===== src/rtl/idle_det_pkg.sv =====
package idle_det_pkg;
    typedef enum logic [0:0] {
        ST_HUNT  = 1'b0,
        ST_TRACK = 1'b1
    } det_state_t;
endpackage


===== src/rtl/idle_grp_check.sv =====
// Tracks the position inside a pattern group and flags each finished group
// that had at least one mismatching bit.
module idle_grp_check #(
    parameter int                 GROUP_LEN = 4,
    parameter logic [GROUP_LEN-1:0] PATTERN = 4'b1100
) (
    input  logic clk,
    input  logic rst_n,
    input  logic info_en,
    input  logic oh_en,
    input  logic data,
    output logic grp_err
);
    localparam int PH_W = (GROUP_LEN > 1) ? $clog2(GROUP_LEN) : 1;
    localparam logic [PH_W-1:0] PH_LAST = PH_W'(GROUP_LEN - 1);

    logic [PH_W-1:0]      phase;
    logic                 bad_so_far;
    logic [GROUP_LEN-1:0] pat_sh;
    logic                 mism;
    logic                 at_last;

    always_comb begin
        pat_sh  = PATTERN << phase;
        mism    = data ^ pat_sh[GROUP_LEN-1];
        at_last = (phase == PH_LAST);
        grp_err = info_en && at_last && (bad_so_far || mism);
    end

    always_ff @(posedge clk) begin
        if (!rst_n || oh_en) begin
            phase      <= '0;
            bad_so_far <= 1'b0;
        end else if (info_en) begin
            if (at_last) begin
                phase      <= '0;
                bad_so_far <= 1'b0;
            end else begin
                phase      <= phase + 1'b1;
                bad_so_far <= bad_so_far | mism;
            end
        end
    end
endmodule


===== src/rtl/idle_err_count.sv =====
// Saturating per-frame count of errored groups.
module idle_err_count #(
    parameter int ERR_LIMIT = 5,
    parameter int CNT_W     = $clog2(ERR_LIMIT + 2)
) (
    input  logic             clk,
    input  logic             rst_n,
    input  logic             clear,
    input  logic             inc,
    output logic [CNT_W-1:0] cnt,
    output logic             over
);
    localparam logic [CNT_W-1:0] SAT = CNT_W'(ERR_LIMIT + 1);

    assign over = (cnt > CNT_W'(ERR_LIMIT));

    always_ff @(posedge clk) begin
        if (!rst_n || clear)
            cnt <= '0;
        else if (inc && cnt != SAT)
            cnt <= cnt + 1'b1;
    end
endmodule


===== src/rtl/idle_cbit_check.sv =====
// Remembers whether any C-bit of the chosen subframe was a one this frame.
module idle_cbit_check #(
    parameter int SUB_W = 3,
    parameter int C_SUB = 3
) (
    input  logic             clk,
    input  logic             rst_n,
    input  logic             clear,
    input  logic             cbit_en,
    input  logic [SUB_W-1:0] sub_idx,
    input  logic             data,
    output logic             c_bad
);
    always_ff @(posedge clk) begin
        if (!rst_n || clear)
            c_bad <= 1'b0;
        else if (cbit_en && sub_idx == SUB_W'(C_SUB) && data)
            c_bad <= 1'b1;
    end
endmodule


===== src/rtl/idle_detector.sv =====
module idle_detector
    import idle_det_pkg::*;
#(
    parameter int                 GROUP_LEN = 4,
    parameter logic [GROUP_LEN-1:0] PATTERN = 4'b1100,
    parameter int                 ERR_LIMIT = 5,
    parameter int                 SUB_W     = 3,
    parameter int                 C_SUB     = 3
) (
    input  logic             clk,
    input  logic             rst_n,
    input  logic             bit_en,
    input  logic             bit_data,
    input  logic             oh_strobe,
    input  logic             cbit_strobe,
    input  logic [SUB_W-1:0] sub_idx,
    input  logic             frame_start,
    input  logic             in_frame,
    output logic             idle_out
);
    localparam int CNT_W = $clog2(ERR_LIMIT + 2);

    det_state_t       state, state_nx;
    logic             info_en, oh_en, frm_edge;
    logic             grp_err;
    logic [CNT_W-1:0] err_cnt;
    logic             err_over;
    logic             c_bad;
    logic             verdict;

    assign info_en  = bit_en && !oh_strobe;
    assign oh_en    = bit_en && oh_strobe;
    assign frm_edge = bit_en && frame_start;
    assign verdict  = !err_over && !c_bad;

    idle_grp_check #(.GROUP_LEN(GROUP_LEN), .PATTERN(PATTERN)) grp_i (
        .clk(clk), .rst_n(rst_n), .info_en(info_en), .oh_en(oh_en),
        .data(bit_data), .grp_err(grp_err)
    );

    idle_err_count #(.ERR_LIMIT(ERR_LIMIT), .CNT_W(CNT_W)) cnt_i (
        .clk(clk), .rst_n(rst_n), .clear(frm_edge), .inc(grp_err),
        .cnt(err_cnt), .over(err_over)
    );

    idle_cbit_check #(.SUB_W(SUB_W), .C_SUB(C_SUB)) cbit_i (
        .clk(clk), .rst_n(rst_n), .clear(frm_edge),
        .cbit_en(oh_en && cbit_strobe), .sub_idx(sub_idx),
        .data(bit_data), .c_bad(c_bad)
    );

    // next-state logic: T_LOCK, T_EVAL, T_LOSE
    always_comb begin
        state_nx = state;
        unique case (state)
            ST_HUNT:  if (in_frame && frm_edge) state_nx = ST_TRACK;
            ST_TRACK: if (!in_frame)            state_nx = ST_HUNT;
            default:                            state_nx = ST_HUNT;
        endcase
    end

    always_ff @(posedge clk) begin
        if (!rst_n) state <= ST_HUNT;
        else        state <= state_nx;
    end

    // output process
    always_ff @(posedge clk) begin
        if (!rst_n || !in_frame)
            idle_out <= 1'b0;
        else if (frm_edge && state == ST_TRACK)
            idle_out <= verdict;
    end
endmodule


===== config.mk =====
export PLATFORM = sky130hd
export DESIGN_NAME = idle_detector
export DESIGN_NICKNAME = d
export VERILOG_FILES = /design/src/rtl/idle_det_pkg.sv /design/src/rtl/idle_grp_check.sv /design/src/rtl/idle_err_count.sv /design/src/rtl/idle_cbit_check.sv /design/src/rtl/idle_detector.sv
export SDC_FILE = /design/constraint.sdc
export NUM_CORES = 1
export LEC_CHECK = 0
export BUFFER_PORTS_ARGS = -buffer_cell sky130_fd_sc_hd__buf_2
export CAP_MARGIN = 25
export CORE_AREA = 2 2 39 41
export DETAILED_ROUTE_END_ITERATION = 7
export DIE_AREA = 0 0 41 43
export PLACE_DENSITY = 0.64
export SLEW_MARGIN = 10
export SYNTH_ARGS = -nofsm -noshare
export SYNTH_HDL_FRONTEND = slang
export SYNTH_SLANG_ARGS = --single-unit

===== constraint.sdc =====
create_clock -name clk -period 1.6 [get_ports clk]
set_clock_uncertainty 0.05 [all_clocks]
set_input_delay 0.32 -clock clk [delete_from_list [all_inputs] [get_ports clk]]
set_output_delay 0.32 -clock clk [all_outputs]
set_load 0.005 [all_outputs]

==> summary.md <==
| Metric | Value |
|---|---|
| Reg clk slew, reported paths | 60 ps |
| Overall die area | 0.00176 mm2 |
| Final worst path period share | approximately 90% |
| Total clock buffers created by CTS | 3 |
| Post-synthesis average cell area | approximately 9.4 um2 |
| CTS sink count | 9 |
| Buffer type at the clock tree root | sky130_fd_sc_hd__clkbuf_4 |
| Yosys warnings | 0 |
| Post-synthesis sequential element count | 9 |
| CTS tree | done |
| Hold_buf cts | 0 |
| Max clock buf depth | 2 |
| Switching Fraction | around a quarter |
| CP Data Arrival Time | approximately 1600 ps |
| Most frequent cell after synthesis | sky130_fd_sc_hd__dfxtp_1 |
| Post-detail-place hpwl | slightly above 700 um |
| Predominant post-synthesis flop cell | sky130_fd_sc_hd__dfxtp_1 |
| Vias in the first global route | ~400 |
| Input/output buffers | 11 |
| Share of total power in the clock network | roughly two fifths |
| Die X-Extent | a little over 40 um |
| Switching power | approximately 0.00011 W |
| First DRT Iteration DRCs | 4 |
| Largest cells by area after synthesis | sky130_fd_sc_hd__dfxtp_1 35%, sky130_fd_sc_hd__ha_1 9.7%, sky130_fd_sc_hd__mux2i_1 5.8% |
| Post-Synthesis Net Count | 70 |
| Post-synth EDFFs | 0 |
| Data required time of the critical path | 1750 ps |
| Fraction of final layout cells with drive strength greater than 1 | between 20 and 30% |
| Proportion of netlist area held by the largest area contributor | a little over a third |
| Initial antenna violation count | 0 |
| Resized Gates After CTS | 0 |
| Routed via count | 403 |
| Total routed wirelength | about 900 um |
| Number of placement rows | 14 |
| Gr ovfl total | 0 |
| H-tree lvl count | 1 |
| Hold Worst Slack | roughly 270 ps |
| Setup TNS | 0 ps |
| Actual transition at the worst max-transition pin | 310 ps |
| Proportion of synthesized flip-flops having asynchronous set or reset | 0% |
| Origin of the critical flop-to-flop path | cnt_i.cnt[0]$_SDFFE_PP0P_ |
| Initial cell density of the core | between 30% and 40% |
| Total routing usage reported by global routing | approximately 14% |
| Number of top-level pins | 12 |
| Number of max-slew violations in the final report | 0 |
| Class of the tightest hold or removal check | input pin to register |
| Part of the total power dissipated in combinational logic | 9.8% |
| Setup repair after global routing missed its margin | no |
| Pwr/cell area | around 750 mW/mm2 |
| Min-delay src | in_frame |
| Sequential-to-total area share from yosys stat | between 30% and 40% |
| Average wire length per cell after detail routing | between 10 and 15 um |
| Total of max-cap violations | 0 |
| Core region area | 0.00138 mm2 |
| Yosys top cell by area | sky130_fd_sc_hd__dfxtp_1 |
| Maximum net fanout on the critical path | 5 |
| Cell-internal power | 0.000346 W |
| Pin count of the biggest net entering global routing | 10 |
| Post-synthesis instance area | 517 um2 |
| Part of the total power dissipated in sequential elements | 50.6% |
| Largest delay share family, worst path | compound AO/OA/AOI/OAI gates |
| Max frequency | roughly 700 MHz |
| Slowest Stage Delay on Critical Path | 390 ps |
| Worst Setup End Kind | register |
| Remaining number of nets flagged by the antenna check after routing | 0 |
| Shortest period the worst path allows | 1440 ps |
| Final layout net count | 85 |
| Distinct cell type count of the synthesized netlist | 27 |
| Buffering stage count on the worst path with inverters included | 1 |
| Routability cong. | about 0.75 |
| Max transition margin | between 70% and 80% |
| Sort of element at the start of the critical path | register |
| Standard cell with the maximum stage delay on the critical path | sky130_fd_sc_hd__dfxtp_1 |
| Number of vias per cell after detailed routing | approximately 4.7 |
| Static power due to leakage | roughly 0.26 nW |
| Count of unresolved DRC violations after routing | 0 |
| Synth top cells by count | 9 x sky130_fd_sc_hd__dfxtp_1, 7 x sky130_fd_sc_hd__nand2_1, 5 x sky130_fd_sc_hd__inv_1 |
| Area added between synthesis and finish | 17.4% |
| Start point of the critical path | cnt_i.cnt[0]$_SDFFE_PP0P_ |
| Router iterations before antenna repair | 3 |
| Post-route total power | 0.000456 W |
| Number of standard cells after synthesis | 55 |
| Skew-Pair Late Insertion Delay | approximately 260 ps |
| Post-CTS setup-driven buffer insertion count | 0 |
| Floorplan die height | ~43 um |
| First-pass GRT wire length | roughly 1600 um |
| Final Hold Viols | 0 |
| Antenna Cells | 0 |
| Chain of cells forming the critical path | inv_1 -> ha_1 -> a21bo_2 -> a211oi_1 -> mux2i_1 |
| Peak supply drop | ~0.00045 V |
| Outcome | finished, final reports clean |
| Worst setup path category | register to register |
| Final Setup Violations | 0 |
-- stage by stage --
| stage | util [%] | worst slack, ps | instances | area (um2) |
|---|---|---|---|---|
| 6_report | 43.9 | 163 | 85 | 607 |
| 5_1_grt | 43.9 | 57.7 | 85 | 607 |
| 4_1_cts | 43.9 | 152 | 85 | 607 |
| 3_5_place_dp | 42.0 | 169 | 81 | 581 |
| 3_3_place_gp | 42.0 | 205 | 81 | 581 |
| 2_1_floorplan | - | 244 | 55 | 517 |
-- power by group through the flow --
stage	Combinational [W]	Clock [W]	Sequential (W)
global route	0.0000524	0.000196	0.000232
CTS	0.0000452	0.000189	0.000231
floorplan	0.0000278	0	0.000236
finish	0.0000448	0.000180	0.000231
global placement	0.0000443	0	0.000236
detailed placement	0.0000449	0	0.000236
-- worst paths after layout --
| check | to | slack (ps) | depth (start not counted) |
|---|---|---|---|
| setup / recovery | cnt_i.cnt[2]$_SDFFE_PP0P_ | 160 | 5 |
| hold / removal | idle_out$_SDFFE_PP0P_ | 270 | 3 |
| setup reg to reg | cnt_i.cnt[2]$_SDFFE_PP0P_ | 160 | 5 |
| hold reg to reg | state$_SDFF_PN0_ | 420 | 2 |
-- per-layer routing --
metal	wire length (um)	track usage, %	part of all wire [%]	up-vias
li1	-	-	-	219
met3	25	5.24	2.8	4
met2	416	20.3	46	6
met5	0	0	0	-
met1	430	16.7	48	174
met4	27	10.0	3.0	0
-- worst min-delay path, cell delays in order --
cell and delay, ps:
sky130_fd_sc_hd__buf_2 90, sky130_fd_sc_hd__nand2_1 90, sky130_fd_sc_hd__a21oi_2 30
-- cell type report --
type	instances	area (um2)
timing repair buffer	11	55.1
fill	146	777
sequential	9	180
inverter	5	18.8
clock buffer	4	26.3
tap	16	20.0
multi-input combinational	40	307
-- registers in the layout, indices dropped and copies added, names as in the netlist --
register          flops
state                 1
idle_out              1
grp_i.bad_so_far      1
cnt_i.cnt             3
grp_i.phase           2
cbit_i.c_bad          1
-- logic make-up after synthesis --
group / synth area share [%]
fa+ha+maj: 9.69
mux: 5.81
flops: 34.9
buf+inv: 5.81
simple gates: 22.5
compound gates: 19.6
xor+xnor: 1.70
-- cells in the final DEF (no fill, tap or decap) --
master                      instances
sky130_fd_sc_hd__mux2i_1            3
sky130_fd_sc_hd__and2_1             1
sky130_fd_sc_hd__nand3b_4           1
sky130_fd_sc_hd__a211oi_1           1
sky130_fd_sc_hd__o2bb2ai_1          1
sky130_fd_sc_hd__clkbuf_4           3
sky130_fd_sc_hd__or2_0              1
sky130_fd_sc_hd__nand2_1            7
sky130_fd_sc_hd__nor2b_1            1
sky130_fd_sc_hd__nand3_1            2
sky130_fd_sc_hd__a221oi_2           1
sky130_fd_sc_hd__a311o_1            1
sky130_fd_sc_hd__and3_1             1
sky130_fd_sc_hd__inv_1              5
sky130_fd_sc_hd__a21bo_2            1
sky130_fd_sc_hd__a21boi_2           1
sky130_fd_sc_hd__buf_2             11
sky130_fd_sc_hd__nor4_1             1
sky130_fd_sc_hd__a21oi_1            1
sky130_fd_sc_hd__o21ai_0            2
sky130_fd_sc_hd__clkbuf_1           1
sky130_fd_sc_hd__nand2b_1           2
sky130_fd_sc_hd__dfxtp_1            9
sky130_fd_sc_hd__ha_1               4
sky130_fd_sc_hd__nand4b_1           1
sky130_fd_sc_hd__a21oi_2            1
sky130_fd_sc_hd__nor2_1             2
sky130_fd_sc_hd__o21a_1             2
sky130_fd_sc_hd__xor2_1             1
Power figures use the tool's default switching activity.
